File: src/rtl/opi_pkg.sv
package opi_pkg;

  // Action applied to the energy store on the coming edge
  typedef enum logic [1:0] {
    ACT_HOLD   = 2'd0,  // no charge, leak only
    ACT_CHARGE = 2'd1,  // gate on, switch not yet fully on
    ACT_CLEAR  = 2'd2   // switch fully on: empty the store
  } acc_act_e;

  function automatic int acc_width(input int full_scale);
    return $clog2(full_scale + 1);
  endfunction

endpackage

File: src/rtl/opi_action_decode.sv
module opi_action_decode
  import opi_pkg::*;
(
  input  logic     gate_on,
  input  logic     vds_low,
  output acc_act_e act
);

  always_comb begin
    if (vds_low)      act = ACT_CLEAR;
    else if (gate_on) act = ACT_CHARGE;
    else              act = ACT_HOLD;
  end

endmodule

File: src/rtl/opi_leak_timer.sv
module opi_leak_timer #(
  parameter int LEAK_DIV = 1222
) (
  input  logic clk,
  input  logic rst_n,
  input  logic sleep_rst,
  output logic leak_tick
);

  generate
    if (LEAK_DIV <= 1) begin : g_every_cycle
      assign leak_tick = 1'b1;
    end else begin : g_prescale
      localparam int CNT_W = $clog2(LEAK_DIV);
      localparam logic [CNT_W-1:0] LAST = CNT_W'(LEAK_DIV - 1);
      logic [CNT_W-1:0] cnt_q;

      assign leak_tick = (cnt_q == LAST);

      always_ff @(posedge clk or negedge rst_n) begin
        if (!rst_n)          cnt_q <= '0;
        else if (sleep_rst)  cnt_q <= '0;
        else if (leak_tick)  cnt_q <= '0;
        else                 cnt_q <= cnt_q + 1'b1;
      end
    end
  endgenerate

endmodule

File: src/rtl/opi_accumulator.sv
module opi_accumulator
  import opi_pkg::*;
#(
  parameter int FULL_SCALE  = 2250,
  parameter int CHARGE_STEP = 1,
  localparam int ACC_W      = acc_width(FULL_SCALE)
) (
  input  logic             clk,
  input  logic             rst_n,
  input  logic             sleep_rst,
  input  acc_act_e         act,
  input  logic             leak_tick,
  output logic [ACC_W-1:0] level,
  output logic             at_full
);

  localparam int SUM_W = ACC_W + 1;
  localparam logic [SUM_W-1:0] STEP_S = SUM_W'(CHARGE_STEP);
  localparam logic [SUM_W-1:0] FULL_S = SUM_W'(FULL_SCALE);
  localparam logic [ACC_W-1:0] FULL_A = ACC_W'(FULL_SCALE);

  logic [ACC_W-1:0] acc_q;
  logic [SUM_W-1:0] raised;
  logic [SUM_W-1:0] drained;
  logic [ACC_W-1:0] acc_d;

  always_comb begin
    raised  = {1'b0, acc_q} + ((act == ACT_CHARGE) ? STEP_S : '0);
    drained = (leak_tick && (raised != '0)) ? raised - 1'b1 : raised;
    if (act == ACT_CLEAR)       acc_d = '0;
    else if (drained > FULL_S)  acc_d = FULL_A;
    else                        acc_d = drained[ACC_W-1:0];
  end

  always_ff @(posedge clk or negedge rst_n) begin
    if (!rst_n)         acc_q <= '0;
    else if (sleep_rst) acc_q <= '0;
    else                acc_q <= acc_d;
  end

  assign level   = acc_q;
  assign at_full = (acc_q == FULL_A);

endmodule

File: src/rtl/opi_fault_latch.sv
module opi_fault_latch (
  input  logic clk,
  input  logic rst_n,
  input  logic sleep_rst,
  input  logic trip,
  output logic fault
);

  always_ff @(posedge clk or negedge rst_n) begin
    if (!rst_n)         fault <= 1'b0;
    else if (sleep_rst) fault <= 1'b0;
    else if (trip)      fault <= 1'b1;
  end

endmodule

File: src/rtl/overpower_integrator.sv
module overpower_integrator
  import opi_pkg::*;
#(
  parameter int FULL_SCALE  = 2250,
  parameter int CHARGE_STEP = 1,
  parameter int LEAK_DIV    = 1222
) (
  input  logic clk,
  input  logic rst_n,
  input  logic sleep_rst,
  input  logic gate_on,
  input  logic vds_low,
  output logic fault
);

  localparam int ACC_W = acc_width(FULL_SCALE);

  acc_act_e         act;
  logic             leak_tick;
  logic [ACC_W-1:0] acc_lvl;
  logic             at_full;

  opi_action_decode u_decode (
    .gate_on (gate_on),
    .vds_low (vds_low),
    .act     (act)
  );

  opi_leak_timer #(.LEAK_DIV(LEAK_DIV)) u_leak (
    .clk       (clk),
    .rst_n     (rst_n),
    .sleep_rst (sleep_rst),
    .leak_tick (leak_tick)
  );

  opi_accumulator #(
    .FULL_SCALE  (FULL_SCALE),
    .CHARGE_STEP (CHARGE_STEP)
  ) u_acc (
    .clk       (clk),
    .rst_n     (rst_n),
    .sleep_rst (sleep_rst),
    .act       (act),
    .leak_tick (leak_tick),
    .level     (acc_lvl),
    .at_full   (at_full)
  );

  opi_fault_latch u_latch (
    .clk       (clk),
    .rst_n     (rst_n),
    .sleep_rst (sleep_rst),
    .trip      (at_full),
    .fault     (fault)
  );

endmodule

File: config.mk
export PLATFORM = sky130hd
export DESIGN_NAME = overpower_integrator
export DESIGN_NICKNAME = d
export VERILOG_FILES = /design/src/rtl/opi_pkg.sv /design/src/rtl/opi_action_decode.sv /design/src/rtl/opi_leak_timer.sv /design/src/rtl/opi_accumulator.sv /design/src/rtl/opi_fault_latch.sv /design/src/rtl/overpower_integrator.sv
export SDC_FILE = /design/constraint.sdc
export NUM_CORES = 1
export LEC_CHECK = 0
export BUFFER_PORTS_ARGS = -buffer_cell sky130_fd_sc_hd__buf_2
export CAP_MARGIN = 20
export CORE_UTILIZATION = 47
export CTS_BUF_LIST = sky130_fd_sc_hd__clkbuf_16
export CTS_CLUSTER_SIZE = 40
export DETAILED_ROUTE_END_ITERATION = 10
export GPL_ROUTABILITY_DRIVEN = 0
export GPL_TIMING_DRIVEN = 0
export HOLD_SLACK_MARGIN = 0.06
export SYNTH_ARGS = -nofsm -noshare
export SYNTH_HDL_FRONTEND = slang
export SYNTH_SLANG_ARGS = --single-unit
File: constraint.sdc
create_clock -name clk -period 3.8 [get_ports clk]
set_input_delay 0.57 -clock clk [delete_from_list [all_inputs] [get_ports clk]]
set_output_delay 0.57 -clock clk [all_outputs]
set_load 0.005 [all_outputs]
==> summary.md <==
| Metric | Value |
|---|---|
| Status | finished, final reports clean |
| Int Pwr | 0.415 mW |
| CP Launch Type | input port |
| CORE AREA | ~4400 um2 |
| LEAKAGE | 0.901 nW |
| Worst path cell trace | buf_2 -> nor2b_1 -> ha_2 -> and4_4 -> mux2_4 -> o2111a_2 -> or4b_1 -> a21oi_1 -> o22ai_2 -> a311oi_4 -> a21oi_4 -> a2111oi_2 |
| Reg clk slew, reported paths | 0.06 ns |
| Total power | about 0.54 mW |
| Nets@finish | 261 |
| Sequential share of power | 0.482 |
| Cts hold-fix bufs | 0 |
| Met2 wire length | around 2500 um |
| M1 WL | between 2000 and 2500 um |
| Die area | slightly below 5000 um2 |
| Yosys warning count | 0 |
| PwrDens | 230 nW/um2 |
| Clock latency on the worst-skew pair | between 0.2 and 0.3 ns |
| Most common cell after layout, fill and taps aside | nor2_1 |
| Final Instance Count excl. Fillers | around 300 |
| Sink Count | 24 |
| Top Metal Used | met4 |
| FILL cells | 399 |
| Die Ht | slightly below 70 um |
| Sw frac | 0.236 |
| First-pass iteration count of the detailed router | 6 |
| CP max stage delay | 0.46 ns |
| First-pass GRT wire length | between 9000 and 10000 um |
| Final Cycle Share | 0.947 |
| Slew margin rel. | 0.623 |
| EDFF count, synth | 0 |
| N_diodes | 0 |
| Least-Margin Pin Slew | 0.564 ns |
| Row count | 24 |
| Hold Vio Cnt, Final | 0 |
| Max Cap Viol | 0 |
| Clk pwr share | 0.430 |
| Total CTS buffers | 3 |
| Dominant cells by area after synthesis | dfrtp_1 28%, xnor2_1 7.4%, nor2_1 4.9% |
| Vias | approximately 1800 |
| Via density | approximately 6.1 |
| Inst Count DP | a little under 300 |
| H-tree level count | 1 |
| CTS tree | built |
| Total Routing Usage GR | 0.233 |
| Grt total ovfl | 0 |
| Finished Core Util | 0.543 |
| CP Capture Type | register |
| Num ports | 6 |
| Met3 wire len | approximately 80 um |
| Area share of the leading cell type in the synthesized netlist | 0.282 |
| Setup TNS | 0 ns |
| Synth unique cells | between 60 and 70 |
| Gate power share | 0.087 |
| CP max-delay cell | or4b_1 |
| P_sw | about 0.13 mW |
| I/O Buffers | 5 |
| # setup viols final | 0 |
| Post-Route Hold Slack | approximately 0.3 ns |
| Area Growth Syn to Fin | 10.9% |
| Crit path DAT | 3.73 ns |
| DRC violations left | 0 |
| Area of the multi-input gates | about 1500 um2 |
| Syn Std Cell Area | 2130 um2 |
| Clk buf depth | 2 |
| Crit Path Max Fanout | 9 |
| Fin crit period | between 3 and 4 ns |
| Setup Crit Path Kind | input port to register |
| Ys flop type | dfrtp_1 |
| Syn Inst Count | 240 |
| Mean area per synthesized cell | 8.87 um2 |
| Chip width | approximately 69 um |
| 1st-iter DRT viols | a little over 100 |
| Final Skew | approximately 0.0026 ns |
| Share of the yosys chip area belonging to registers | 0.282 |
| Number of global-route vias before repair | between 1500 and 2000 |
| CTS root buffer | clkbuf_16 |
| Drt wl/cell | approximately 17 um |
| Worst Path Required | around 3.9 ns |
| Starting density of the core | 0.489 |
| FF+latch area | roughly 600 um2 |
| Ys async rst share | 1.00 |
| Maximum vdd drop | approximately 0.12 mV |
| Post-synth top area cell | dfrtp_1 |
| Fraction of layout cells with a size suffix above 1 | 0.201 |
| Worst hold path type | input port to async pin |
| WL final | around 5000 um |
| Routed Antenna Nets | 0 |
| Post-DP HPWL | about 3900 um |
| Max frequency | between 200 and 300 MHz |
| Largest net degree at the start of global routing | 25 |
| Initial antenna violation count | 0 |
| Most frequent cells in the layout | 28 x nor2_1, 24 x dfrtp_1, 23 x nand2_1 |
| Synth Net Count | 251 |
| #FFs+latches synth | 24 |
| Slew Limit Fails | 0 |
-- per-stage QoR --
step	instance area, um2	worst slack [ns]
2_1_floorplan	2130	0.417
3_3_place_gp	2220	-0.193
3_5_place_dp	2220	-0.222
4_1_cts	2300	0.0388
5_1_grt	2360	-0.00511
6_report	2360	0.201
-- power by group through the flow --
stage               Sequential [mW]  Combinational [mW]  Clock [mW]
finish                        0.262              0.0474       0.234
global route                  0.262              0.0526       0.252
CTS                           0.262              0.0454       0.240
detailed placement            0.267              0.0451           0
global placement              0.267              0.0454           0
floorplan                     0.266              0.0277           0
-- metal layers --
metal	global-route usage	up-vias
met5	0	-
met4	0.0499	0
met3	0.0291	6
met2	0.403	28
met1	0.310	900
li1	-	907
-- cell usage after synthesis, drive strengths merged, types with 4 or more instances --
master / number
nor2: 30
dfrtp: 24
nand2: 24
xnor2: 18
nand3: 16
xor2: 12
nand4: 9
buf: 7
nor4: 7
ha: 6
a21oi: 5
nor3: 5
o31ai: 5
and3: 4
inv: 4
-- state kept, by name, indices dropped and copies added, names as in the netlist --
name                     flops
u_latch.fault                1
u_acc.level                 12
u_leak.g_prescale.cnt_q     11
-- final timing paths --
path	start	to	slack (ns)	depth (start not counted)
worst max register to register	u_acc.level[0]$_DFF_PN0_	u_acc.level[4]$_DFF_PN0_	0.41	11
worst min-delay path	rst_n	u_latch.fault$_DFFE_PN0P_	0.30	1
max in group asynchronous	rst_n	u_leak.g_prescale.cnt_q[10]$_DFF_PN0_	3.13	1
worst min register to register	u_latch.fault$_DFFE_PN0P_	u_latch.fault$_DFFE_PN0P_	0.50	2
worst max-delay path	vds_low	u_acc.level[4]$_DFF_PN0_	0.20	12
min in group clk	u_latch.fault$_DFFE_PN0P_	u_latch.fault$_DFFE_PN0P_	0.50	2
-- critical path: cells and delay by family --
kind            cells  cell delay (ns)
simple gates        3             0.91
compound gates      6             1.43
buf+inv             1             0.16
mux                 1             0.34
fa+ha+maj           1             0.31
-- area by class of cell --
cell class,instances,share of cell area
Clock inverter,1,0.00159
Sequential cell,24,0.254
Tap cell,52,0.0275
Clock buffer,3,0.0318
Multi-Input combinational cell,203,0.641
Timing Repair Buffer,5,0.0106
Inverter,4,0.00636
Buffer,9,0.0265
-- logic make-up (layout without fill, tap and decap cells) --
| group | Yosys count | in the layout | synth area share |
|---|---|---|---|
| simple gates | 123 | 123 | 0.327 |
| xor+xnor | 30 | 30 | 0.123 |
| compound gates | 38 | 38 | 0.167 |
| mux | 6 | 6 | 0.0317 |
| flops | 24 | 24 | 0.282 |
| buf+inv | 13 | 22 | 0.0341 |
| fa+ha+maj | 6 | 6 | 0.0353 |
-- what timing repair did --
action	in CTS	in global routing
endpoints found under the setup margin	0	11
gates resized for setup	0	12
buffers inserted	0	0
(Power assumes the default switching activity.)
